==> src/rtl/bootcfg_loader.sv <==
module bootcfg_loader #(
  parameter int          ADDR_W    = 10,
  parameter int          REC_START = 64,
  parameter logic [31:0] BASE      = 32'h1000_0000,
  parameter int          CLK_MHZ   = 100,
  parameter int          SETTLE_US = 100,
  parameter int          MAX_RECS  = 256
) (
  input  logic              clk,
  input  logic              rst_n,
  input  logic              start,
  output logic              rom_rd,
  output logic [ADDR_W-1:0] rom_addr,
  input  logic [15:0]       rom_data,
  output logic [31:0]       wr_addr,
  output logic [31:0]       wr_data,
  output logic              wr_valid,
  input  logic              wr_ready,
  output logic              done,
  output logic              not_cal,
  output logic              overrun
);
  localparam int SETTLE_CYC = (CLK_MHZ * SETTLE_US < 1) ? 1 : CLK_MHZ * SETTLE_US;
  localparam int CW  = $clog2(SETTLE_CYC + 1);
  localparam int RCW = $clog2(MAX_RECS + 1);

  typedef enum logic [2:0] {
    S_IDLE, S_SIGRQ, S_SIGCK, S_REQ, S_CAP, S_WRITE, S_SETTLE, S_FIN
  } st_t;

  st_t              st;
  logic [ADDR_W-1:0] ptr;
  logic [1:0]       field;
  logic [15:0]      off, lo, hi;
  logic [CW-1:0]    cnt;
  logic [RCW-1:0]   nrec;

  assign rom_rd   = (st == S_SIGRQ) || (st == S_REQ);
  assign rom_addr = ptr;
  assign wr_valid = (st == S_WRITE);
  assign wr_addr  = BASE + {16'h0000, off};
  assign wr_data  = {hi, lo};
  assign done     = (st == S_FIN);

  always_ff @(posedge clk or negedge rst_n) begin
    if (!rst_n) begin
      st <= S_IDLE; ptr <= '0; field <= '0; off <= '0; lo <= '0; hi <= '0;
      cnt <= '0; nrec <= '0; not_cal <= 1'b0; overrun <= 1'b0;
    end else begin
      case (st)
        S_IDLE: if (start) begin
          st <= S_SIGRQ; ptr <= '0; nrec <= '0; field <= '0;
          not_cal <= 1'b0; overrun <= 1'b0;
        end
        S_SIGRQ: st <= S_SIGCK;
        S_SIGCK: begin
          if (rom_data == 16'hA55A || rom_data == 16'h5AA5) begin
            st <= S_REQ; ptr <= ADDR_W'(REC_START);
          end else begin
            st <= S_FIN; not_cal <= 1'b1;
          end
        end
        S_REQ: st <= S_CAP;
        S_CAP: begin
          ptr <= ptr + 1'b1;
          case (field)
            2'd0: begin
              if (rom_data == 16'hFFFF) st <= S_FIN;
              else if (nrec == RCW'(MAX_RECS)) begin
                st <= S_FIN; overrun <= 1'b1;
              end else begin
                off <= rom_data; field <= 2'd1; st <= S_REQ;
              end
            end
            2'd1: begin lo <= rom_data; field <= 2'd2; st <= S_REQ; end
            default: begin hi <= rom_data; field <= 2'd0; st <= S_WRITE; end
          endcase
        end
        S_WRITE: if (wr_ready) begin
          st <= S_SETTLE; cnt <= '0; nrec <= nrec + 1'b1;
        end
        S_SETTLE: begin
          if (cnt == CW'(SETTLE_CYC - 1)) st <= S_REQ;
          else cnt <= cnt + 1'b1;
        end
        S_FIN: st <= S_IDLE;
        default: st <= S_IDLE;
      endcase
    end
  end

  // a stalled write holds its request
  p_hold_stall_r7: assert property (@(posedge clk) disable iff (!rst_n)
    wr_valid && !wr_ready |=> wr_valid && $stable(wr_addr) && $stable(wr_data));

  // every address lies in the window above the base
  p_addr_window_r4: assert property (@(posedge clk) disable iff (!rst_n)
    wr_valid |-> (wr_addr - BASE) <= 32'h0000_FFFF);

  // completion is a single-cycle pulse
  p_done_pulse_r5: assert property (@(posedge clk) disable iff (!rst_n)
    done |=> !done);

  // no write while the signature was rejected
  p_no_write_bad_sig_r2: assert property (@(posedge clk) disable iff (!rst_n)
    not_cal |-> !wr_valid);

  // settle begins right after an accepted write
  p_settle_start_r6: assert property (@(posedge clk) disable iff (!rst_n)
    wr_valid && wr_ready |=> !rom_rd && !wr_valid);

  // overrun only ever reported together with or after completion, never during a write
  p_overrun_quiet_r8: assert property (@(posedge clk) disable iff (!rst_n)
    overrun |-> !wr_valid);
endmodule

==> config.mk <==
export PLATFORM = sky130hd
export DESIGN_NAME = bootcfg_loader
export DESIGN_NICKNAME = d
export VERILOG_FILES = /design/src/rtl/bootcfg_loader.sv
export SDC_FILE = /design/constraint.sdc
export NUM_CORES = 1
export LEC_CHECK = 0
export CAP_MARGIN = 5
export CELL_PAD_IN_SITES_DETAIL_PLACEMENT = 0
export CELL_PAD_IN_SITES_GLOBAL_PLACEMENT = 1
export CORE_ASPECT_RATIO = 1.25
export CORE_MARGIN = 4
export CORE_UTILIZATION = 28
export DETAILED_ROUTE_END_ITERATION = 8
export PLACE_DENSITY = 0.56
export SYNTH_ARGS = -nofsm -noshare
export SYNTH_HDL_FRONTEND = slang
export SYNTH_SLANG_ARGS = --single-unit
==> constraint.sdc <==
create_clock -name clk -period 4.8 [get_ports clk]
set_input_delay 0.72 -clock clk [delete_from_list [all_inputs] [get_ports clk]]
set_output_delay 0.72 -clock clk [all_outputs]
set_load 0.1 [all_outputs]
# Word-level counts from Yosys, hierarchy flattened
# Cells that the tools add are included.
totals:
  reg_bits: 88
  elab_cells: 90
  in_bits: 20
classes:
  n_bitwise: 3
  n_mux: 29
  n_reduce_logical: 20
  eq_ne: 24
  n_addsub: 4
op_table:
  columns: ["operator", "n"]
  rows:
  - ["== test 16 bit (second input constant)", 2]
  - ["adder 29 x 16 -> 30 bit (first input constant)", 1]
  - ["case mux 10 bit (3 select lines)", 1]
  - ["2-to-1 mux 14 bit", 2]
  - ["case mux 14 bit (2 select lines)", 1]
  - ["case mux 3 bit (8 select lines)", 1]
  - ["2-to-1 mux 10 bit", 2]
  - ["2-to-1 mux 3 bit", 6]
  - ["2-to-1 mux 9 bit", 2]
  - ["case mux 9 bit (2 select lines)", 1]
  - ["== test 16 x 15 -> 1 bit (second input constant)", 1]
  - ["!= test 2 bit (second input constant)", 8]
  - ["AND reduction 3 bit", 5]
  - ["adder 14 x 1 -> 14 bit (second input constant)", 1]
  - ["== test 14 bit (second input constant)", 1]
  - ["== test 3 bit (second input constant)", 4]
  - ["adder 10 x 1 -> 10 bit (second input constant)", 1]
  - ["adder 9 x 1 -> 9 bit (second input constant)", 1]
  - ["== test 9 bit (second input constant)", 1]
  - ["case mux 2 bit (2 select lines)", 2]
  - ["AND reduction 4 bit", 2]
  - ["nonzero test 2 bit", 4]
  - ["== test 3 x 2 -> 1 bit (second input constant)", 2]
  - ["2-to-1 mux 2 bit", 3]
  - ["other kinds (15)", 25]

# Depth between registers and ports, before layout
# Gate-level depths: netlist (run 1).
depth:
  depth_word: 5
  ltp_mapped: 8

# Worst setup path after synthesis (run 1)
# OpenSTA, ideal clock, no wires.
synth_path:
  kind: "reg-to-output"
  start: "register st[0]"
  end: "output port rom_rd"
  setup_slack_ns: 1.883
  arrival_ns: 2.197
  path_stages_with_launch: 4
  n_path_buf: 2
  cell_sequence: "dfrtp_1 buf_2 buf_1 nor2b_1"
synth_between:
  elab_chain_cells: 2
  word_cells_on_any_way: 3
synth_rtl:
  columns: ["element", "line", "text"]
  rows:
  - ["from (decl)", "31", "st_t st;"]
  - ["from (signal assigned)", "47", "st <= S_IDLE; ptr <= '0; field <= '0; off <= '0; lo <= '0; hi <= '0;"]
  - ["from (signal assigned)", "52", "st <= S_SIGRQ; ptr <= '0; nrec <= '0; field <= '0;"]
  - ["from (signal assigned)", "55", "S_SIGRQ: st <= S_SIGCK;"]
  - ["== test 3 x 1 -> 1 bit or == test 3 x 2 -> 1 bit (tied branches)", "38", "assign rom_rd = (st == S_SIGRQ) || (st == S_REQ);"]
  - ["logical OR 1 bit (*)", "38", null]
  - ["to (decl)", "12", "output logic rom_rd,"]
# Mark *: on every way between the ends. The rest lies on a longest branch, timed or not.

# Final worst setup path (run 1)
layout_path:
  start: "register st[0]"
  end: "output port wr_valid"
layout_between:
  elab_chain_cells: 1
layout_rtl:
  columns: ["element", "line", "text"]
  rows:
  - ["== test 3 bit", "40", "assign wr_valid = (st == S_WRITE);"]
  - ["to (decl)", "17", "output logic wr_valid,"]
# No other way between the ends.

==> impl_metrics.yaml, run 1 <==
die:
  design.die.area_um2: 17340
  area_inside_the_core_boundary_um2: 15010
  floorplan.rows: 50
  floorplan.die.height_um: 146.2
  floorplan.initialDensity_pct: 28.51
  floorplan.die.width_um: 118.6
  pin_count: 99
sta:
  final.setup.tns_ns: 0
  max-slew-margin-rel_pct: 31.52
  finalHoldWorstSlack_ns: 0.3303
  number_of_max_slew_violations_in_the_final_report: 0
  final.setup_skew_ns: 0.008659
  timing.final.setup_violations: 0
  unrepaired_setup_endpoints_after_global_routing: "false"
  final-hold-violation-count: 0
  final.setup.worst_slack_ns: 1.350
  minimum_period_implied_by_the_final_worst_setup_slack_ns: 3.450
  final.period_utilization_pct: 71.87
  max_freq_mhz: 289.9
  tightest_slew_ns: 1.024
yosys:
  synthArstFlopShare_pct: 100.0
  ys.flop_type: "dfrtp_1"
  synth_seq_area_share_pct: 51.45
  yosysTopAreaCell: "dfrtp_1"
  synth.yosys.warnings: 0
  post_synth_instance_area_um2: 4280
  postSynthAreaPerCell_um2: 11.26
  post_synth_inst_count: 380
  netlist-cell-type-count: 49
  synth_largest_type_area_fraction_pct: 51.45
  ys_seq_elements: 88
  most_area_consuming_cells_after_synthesis: "dfrtp_1 (51%), mux2_2 (7.4%), nor2_1 (3.3%)"
  number_of_synthesized_flops_with_an_enable_pin: 0
layout:
  drive_above_1_share_pct: 13.02
  stdcell_count: 643
  syn2layout_area_growth_pct: 27.89
  fin_nets: 480
  diodes: 0
routing:
  post-route-drc-count: 0
  vias_per_cell: 4.778
  detail-route-antenna-nets: 0
  detailedRoute.firstPassIterationCount: 4
  average_detailed_routed_wire_length_per_instance_um: 16.67
  route.vias.total: 3072
  first_iter_violations: 100
  drt-total-wl_um: 10720
cts:
  holdBufCountCts: 0
  numCtsBuffers: 9
  h-tree-depth: 3
  clock_latency_ns: 0.35
  clk_pin_slew_ns: 0.06
  clockBufferDepth: 2
  root_buffer: "clkbuf_16"
  cts.repair.resized: 0
  cts.repair_timing.setup_buffer_count: 0
  clock_tree_from_tritoncts: "done"
  clkSinkCount: 88
min_path:
  holdCritPathClass: "input port to asynchronous set/reset pin"
setup_path:
  worstSetupStartpointType: "flop"
  arrival_ns: 2.73
  timing.critical_path.fanout_max: 18
  critical_path_required_ns: 4.08
  end_kind: "output pin"
  critical_path_class: "flop to output pin"
run:
  maxCapViolCount: 0
placed_design:
  hpwlAfterDp_um: 7632
  worst_setup_slack_before_clock_tree_synthesis_ns: 1.736
  dp_cells: 627
  port_buffers: 82
  gpl.final_weighted_congestion: 0.7474
status:
  status: "completed"
grt:
  first_global_vias: 3318
  grt.total_usage_pct: 13.08
  first_pass_grt_wire_length_um: 17980
  grt_antenna_before_repair: 0
  grt_max_degree: 54
  grt-ovfl-total: 0
-- registers in the layout, indices dropped and copies added (netlist names) --
name	count
lo	16
not_cal	1
hi	16
field	2
cnt	14
nrec	9
off	16
st	3
rom_addr	10
overrun	1
-- critical path: stages, from the launching register on --
cell             delay (ns)
dfrtp_1                0.74
nand2_1                0.16
nor2_1                 0.28
clkdlybuf4s50_1        1.20
-- logic make-up (layout without fill, tap and decap cells) --
| family | Yosys count | count (layout) | share of synthesized area (%) |
|---|---|---|---|
| AND/OR/NAND/NOR | 130 | 130 | 16.66 |
| flip-flops | 88 | 88 | 51.45 |
| multiplexers | 55 | 55 | 15.05 |
| buffers and inverters | 48 | 115 | 6.255 |
| AO/OA/AOI/OAI | 33 | 33 | 5.145 |
| XOR/XNOR | 20 | 20 | 4.092 |
| adder cells (fa/ha/maj) | 4 | 4 | 1.169 |
| other | 2 | 16 | 0.1755 |
-- path summary, 6_finish.rpt --
check                             from           to  slack (ns)  cells past startpoint
worst max register to register   st[0]        hi[7]        2.28                      3
worst min-delay path             rst_n  rom_addr[7]        0.33                      1
max in group asynchronous        rst_n       off[2]        3.38                      2
worst max-delay path             st[0]     wr_valid        1.35                      3
worst min register to register  off[4]       off[4]        0.49                      1
min in group clk                off[4]       off[4]        0.49                      1
-- per-layer routing --
layer / up-vias / GRT usage [%] / part of all wire [%]
met1: 1519 / 15.93 / 43
met2: 84 / 20.71 / 47
met4: 0 / 3.188 / 0.66
met3: 4 / 6.587 / 9.0
met5: - / 0 / 0
li1: 1465 / - / -
-- Yosys cell counts (2+ instances only) --
cell type,count
xnor2_1,7
nor3_1,7
buf_6,2
dfrtp_1,88
a22o_1,2
mux2_4,9
clkbuf_1,5
and2_1,5
nor4_2,4
nand4_1,22
o21ai_0,5
buf_2,7
o21ai_1,3
nand3_1,15
a21oi_1,6
o22ai_1,7
a22oi_1,3
and3_1,6
or4_1,4
xor2_1,13
mux2_1,11
conb_1,2
ha_1,4
nor2_1,38
nor4_1,3
buf_4,17
nand2_1,13
mux2i_1,7
mux2_2,28
inv_1,16
nand2b_1,3
-- per-stage QoR --
step | utilization [%] | instance area [um^2]
2_1_floorplan | - | 4333
3_3_place_gp | 34.49 | 5179
3_5_place_dp | 34.49 | 5179
4_1_cts | 36.46 | 5474
5_1_grt | 36.46 | 5474
6_report | 36.46 | 5474
-- layout make-up --
type / count / area (um^2)
Multi-Input combinational cell: 258 / 1863
Clock inverter: 5 / 62.56
Sequential cell: 88 / 2202
Inverter: 16 / 60.06
Clock buffer: 11 / 232.7
Fill cell: 1506 / 9540
Tap cell: 182 / 227.7
Timing Repair Buffer: 83 / 825.8
-- cells in the final DEF, fill, tap and decap left out, types with 2 or more instances in the layout --
master,instances
and3_1,6
clkbuf_16,9
buf_4,2
inv_1,16
nand3_1,15
xor2_1,13
o21ai_1,3
clkdlybuf4s50_1,81
nor4_1,3
mux2_2,28
nor4_2,4
nand2b_1,3
mux2_4,9
o22ai_1,7
nor2_1,38
mux2_1,11
ha_1,4
inv_6,2
nand2_1,13
a22oi_1,3
dfrtp_1,88
o21ai_0,5
and2_1,5
nand4_1,22
a22o_1,2
clkinvlp_4,2
nor3_1,7
xnor2_1,7
clkbuf_1,2
or4_1,4
conb_1,16
a21oi_1,6
mux2i_1,7
Power of run 1 is not shown: default switching activity piles up to over one toggle a cycle in this logic, so the estimate is an artifact.
==> run 2, diff against run 1 <==
--- a/config.mk
+++ b/config.mk
@@ -12,7 +12,7 @@
 export CORE_MARGIN = 4
 export CORE_UTILIZATION = 28
 export DETAILED_ROUTE_END_ITERATION = 8
-export PLACE_DENSITY = 0.56
+export PLACE_DENSITY = 0.59
 export SYNTH_ARGS = -nofsm -noshare
 export SYNTH_HDL_FRONTEND = slang
 export SYNTH_SLANG_ARGS = --single-unit
==> constraint.sdc (replaced) <==
create_clock -name clk -period 3.02 [get_ports clk]
set_input_delay 0.453 -clock clk [delete_from_list [all_inputs] [get_ports clk]]
set_output_delay 0.453 -clock clk [all_outputs]
set_load 0.1 [all_outputs]
==> impl_metrics.yaml, run 2 (synthesized netlist as in run 1, its figures left out) <==
status:
  status: "completed"
layout:
  syn2layout_area_growth_pct: 27.16
  diodes: 0
  nFillCells: 1509
  drive_above_1_share_pct: 28.66
  final_cell_mix: "dfrtp_1 (88), buf_4 (74), nor2_1 (38)"
  stdcell_count: 653
  layout_commonest_cell: "dfrtp_1"
  top_regs: "hi x16, lo x16, off x16"
  fin_nets: 490
setup_path:
  reg2regPathDepth: 4
  end_kind: "flop"
  critical_path_required_ns: 3.23
  r2r_setup_slk_ns: 0.83
  critical_path_class: "input port to flop"
  worstSetupStartpoint: "rom_data[0]"
  reg2reg_to: "off[3]"
  critical_path.reg2reg.startpoint: "st[0]"
  worstSetupEndpoint: "rom_addr[7]"
  crit_path_cell_trace: "clkdlybuf4s50_1, or4_1, nor4_2, o211ai_1, a21oi_4, o22ai_1"
  stage_delay_of_the_slowest_cell_on_the_critical_path_ns: 0.59
  critical-path-slowest-cell: "or4_1"
  worstSetupStartpointType: "input port"
  arrival_ns: 2.53
  timing.critical_path.fanout_max: 9
routing:
  detailedRoute.firstPassIterationCount: 4
  average_detailed_routed_wire_length_per_instance_um: 16.37
  detail-route-antenna-nets: 0
  route.vias.total: 3102
  vias_per_cell: 4.750
  post-route-drc-count: 0
  drt-total-wl_um: 10690
  first_iter_violations: 81
min_path:
  holdCritPathClass: "input port to asynchronous set/reset pin"
grt:
  first_global_vias: 3349
  grt_antenna_before_repair: 0
  grt.total_usage_pct: 12.86
  grt-ovfl-total: 0
  grt_max_degree: 49
  first_pass_grt_wire_length_um: 17870
placed_design:
  port_buffers: 82
  gpl.final_weighted_congestion: 0.7373
  dp_cells: 637
  hpwlAfterDp_um: 7703
die:
  design.die.area_um2: 17340
  pin_count: 99
  floorplan.rows: 50
  floorplan.initialDensity_pct: 28.51
  floorplan.die.width_um: 118.6
  area_inside_the_core_boundary_um2: 15010
  floorplan.die.height_um: 146.2
cts:
  clkSinkCount: 88
  cts.repair_timing.setup_buffer_count: 0
  h-tree-depth: 3
  root_buffer: "clkbuf_16"
  clock_latency_ns: 0.35
  holdBufCountCts: 0
  clk_pin_slew_ns: 0.07
  clock_tree_from_tritoncts: "done"
  clockBufferDepth: 2
  numCtsBuffers: 9
  cts.repair.resized: 0
sta:
  final.setup_skew_ns: 0.008640
  timing.final.setup_violations: 0
  tightest_slew_ns: 0.6108
  unrepaired_setup_endpoints_after_global_routing: "false"
  minimum_period_implied_by_the_final_worst_setup_slack_ns: 2.320
  final-hold-violation-count: 0
  max_freq_mhz: 431.0
  final.period_utilization_pct: 76.82
  number_of_max_slew_violations_in_the_final_report: 0
  max-slew-margin-rel_pct: 59.20
  final.setup.tns_ns: 0
run:
  maxCapViolCount: 0
run 2: cell types whose count changed in the layout (fill, tap and decap cells not counted):
| cell | previous run | this run |
|---|---|---|
| clkinvlp_4 | 2 | 0 |
| bufinv_16 | 1 | 2 |
| clkinv_4 | 0 | 1 |
| inv_8 | 0 | 2 |
| clkbuf_1 | 2 | 0 |
| buf_4 | 2 | 74 |
| buf_12 | 0 | 1 |
| clkdlybuf4s50_1 | 81 | 18 |
run 2: worst min-delay path by stage:
stage,cells after the start,from,endpoint,slack [ns]
after floorplan,0,rst_n,cnt[0],0.16
after global placement,1,off[5],off[5],0.47
after detailed placement,1,rst_n,cnt[1],0.48
after CTS,1,rst_n,cnt[0],0.11
after global routing,1,rst_n,cnt[0],0.13
final,1,rst_n,cnt[0],0.08
run 2: cell type report:
class                   count  area (um^2)  area share, %
inverters                  16        60.06          1.103
well taps                 182        227.7          4.184
clock buffers               9        225.2          4.138
repair buffers             93        755.7          13.89
multi-input cells         258         1863          34.23
flip-flops and latches     88         2202          40.46
clock inverters             7        108.9          2.000
run 2: per-stage QoR:
stage	hold slack [ns]	cell area [um^2]	util, %	setup WS [ns]
final	0.08308	5443	36.25	0.7000
after global routing	0.1300	5443	36.25	0.5751
after detailed placement	0.4789	5109	34.03	0.3028
after floorplan	0.1574	4333	-	0.2477
after global placement	0.4725	5109	34.03	0.3289
after CTS	0.1066	5443	36.25	0.6761
run 2: worst max-delay path, delay by kind of cell:
family	cells	cell delay (ns)
AND/OR/NAND/NOR	2	0.88
AO/OA/AOI/OAI	3	0.65
buffers and inverters	1	0.54
run 2: per-layer routing:
metal	vias to the layer above	part of all wire, %	global-route usage (%)
met5	-	0	0
met4	0	1.9	5.565
met3	11	6.5	3.719
met2	90	48	20.74
met1	1512	43	16.05
li1	1489	-	-
Power of run 2 is left out for the same reason.
==> run 3, diff against run 2 <==
==> constraint.sdc (replaced) <==
create_clock -name clk -period 2 [get_ports clk]
set_input_delay 0.3 -clock clk [delete_from_list [all_inputs] [get_ports clk]]
set_output_delay 0.3 -clock clk [all_outputs]
set_load 0.1 [all_outputs]
==> impl_metrics.yaml, run 3 (synthesized netlist as in run 1, its figures left out) <==
sta:
  final-hold-violation-count: 0
  final.period_utilization_pct: 94.08
  unrepaired_setup_endpoints_after_global_routing: "false"
  tightest_slew_ns: 0.6360
  number_of_max_slew_violations_in_the_final_report: 0
  final.setup_skew_ns: 0.008571
  final.setup.worst_slack_ns: 0.1183
  timing.final.setup_violations: 0
  minimum_period_implied_by_the_final_worst_setup_slack_ns: 1.882
  max_freq_mhz: 531.4
  max-slew-margin-rel_pct: 57.15
die:
  design.die.area_um2: 17340
  floorplan.rows: 50
  pin_count: 99
  floorplan.die.width_um: 118.6
  floorplan.die.height_um: 146.2
  floorplan.initialDensity_pct: 28.51
  area_inside_the_core_boundary_um2: 15010
placed_design:
  hpwlAfterDp_um: 8254
  worst_setup_slack_before_clock_tree_synthesis_ns: -0.4520
  port_buffers: 82
  dp_cells: 676
  gpl.final_weighted_congestion: 0.8214
  dpl_cell_area_um2: 5449
cts:
  root_buffer: "clkbuf_16"
  clk_pin_slew_ns: 0.07
  clock_latency_ns: 0.34
  clkSinkCount: 88
  clock_tree_from_tritoncts: "done"
  h-tree-depth: 3
  numCtsBuffers: 9
  clockBufferDepth: 2
routing:
  detailedRoute.firstPassIterationCount: 5
  first_iter_violations: 93
  route.vias.total: 3322
  vias_per_cell: 4.780
  post-route-drc-count: 0
  detail-route-antenna-nets: 0
  drt-total-wl_um: 11400
  average_detailed_routed_wire_length_per_instance_um: 16.40
layout:
  fin_nets: 532
  multi_input_area_um2: 1912
  stdcell_count: 695
  drive_above_1_share_pct: 36.06
  nFillCells: 1459
  top_regs: "hi x16, lo x16, off x16"
  register_area_um2: 2205
  diodes: 0
  final_cell_area_um2: 5851
  fin_util_pct: 38.97
  layout_commonest_cell: "buf_4"
  final_cell_mix: "buf_4 (110), dfrtp_1 (86), nor2_1 (36)"
  syn2layout_area_growth_pct: 36.69
grt:
  grt.total_usage_pct: 13.45
  first_pass_grt_wire_length_um: 19020
  grt-ovfl-total: 0
  first_global_vias: 3558
  grt_antenna_before_repair: 0
  grt_max_degree: 36
status:
  status: "completed"
run:
  maxCapViolCount: 0
setup_path:
  critical_path_class: "input port to flop"
  timing.critical_path.fanout_max: 4
  worstSetupStartpointType: "input port"
  end_kind: "flop"
  critical_path_required_ns: 2.22
  arrival_ns: 2.10
min_path:
  holdCritPathClass: "input port to flop"
[run 3: path summary, 6_finish.rpt]
kind / startpoint / endpoint / slack [ns] / cells past startpoint
setup / recovery: rom_data[1] / rom_addr[9] / 0.12 / 6
setup reg to reg: nrec[1] / off[2] / 0.17 / 7
hold / removal: rom_data[7] / lo[7] / 0.33 / 2
hold reg to reg: off[0] / off[0] / 0.50 / 1
min in group asynchronous: rst_n / nrec[4] / 0.47 / 2
max in group asynchronous: rst_n / hi[8] / 0.95 / 3
[run 3: final cells by class]
cell class	count	share of cell area, %
clock buffer	10	4.085
clock inverter	6	1.262
inverter	16	1.027
multi-input combinational	259	32.68
sequential	88	37.68
tap	182	3.892
timing repair buffer	134	19.38
[run 3: what timing repair did]
action	CTS	global route
setup buffers	1	0
pin swaps	5	6
gates resized for setup	12	11
hold buffers	1	0
gates cloned	1	0
endpoints found under the hold margin	32	0
endpoints found under the setup margin	25	22
[run 3: per-stage QoR]
step / TNS, ns / hold slack, ns
after floorplan: -3.073 / 0.004409
after detailed placement: -10.15 / 0.3089
final: 0 / 0.3264
after CTS: 0 / 0.4851
after global placement: -9.227 / 0.3005
after global routing: 0 / 0.3769
[run 3: worst max-delay path, stage by stage]
cell and delay [ns]:
clkdlybuf4s15_1 0.24, or4_4 0.55, nor4_4 0.32, o211ai_1 0.24, a21oi_2 0.32, o22ai_1 0.13
[run 3: metal layers]
layer	track usage (%)	wire length (um)
met1	16.22	4732
met2	23.02	5682
met3	4.378	835
met4	3.710	150
met5	0	0
Power of run 3 is left out for the same reason.
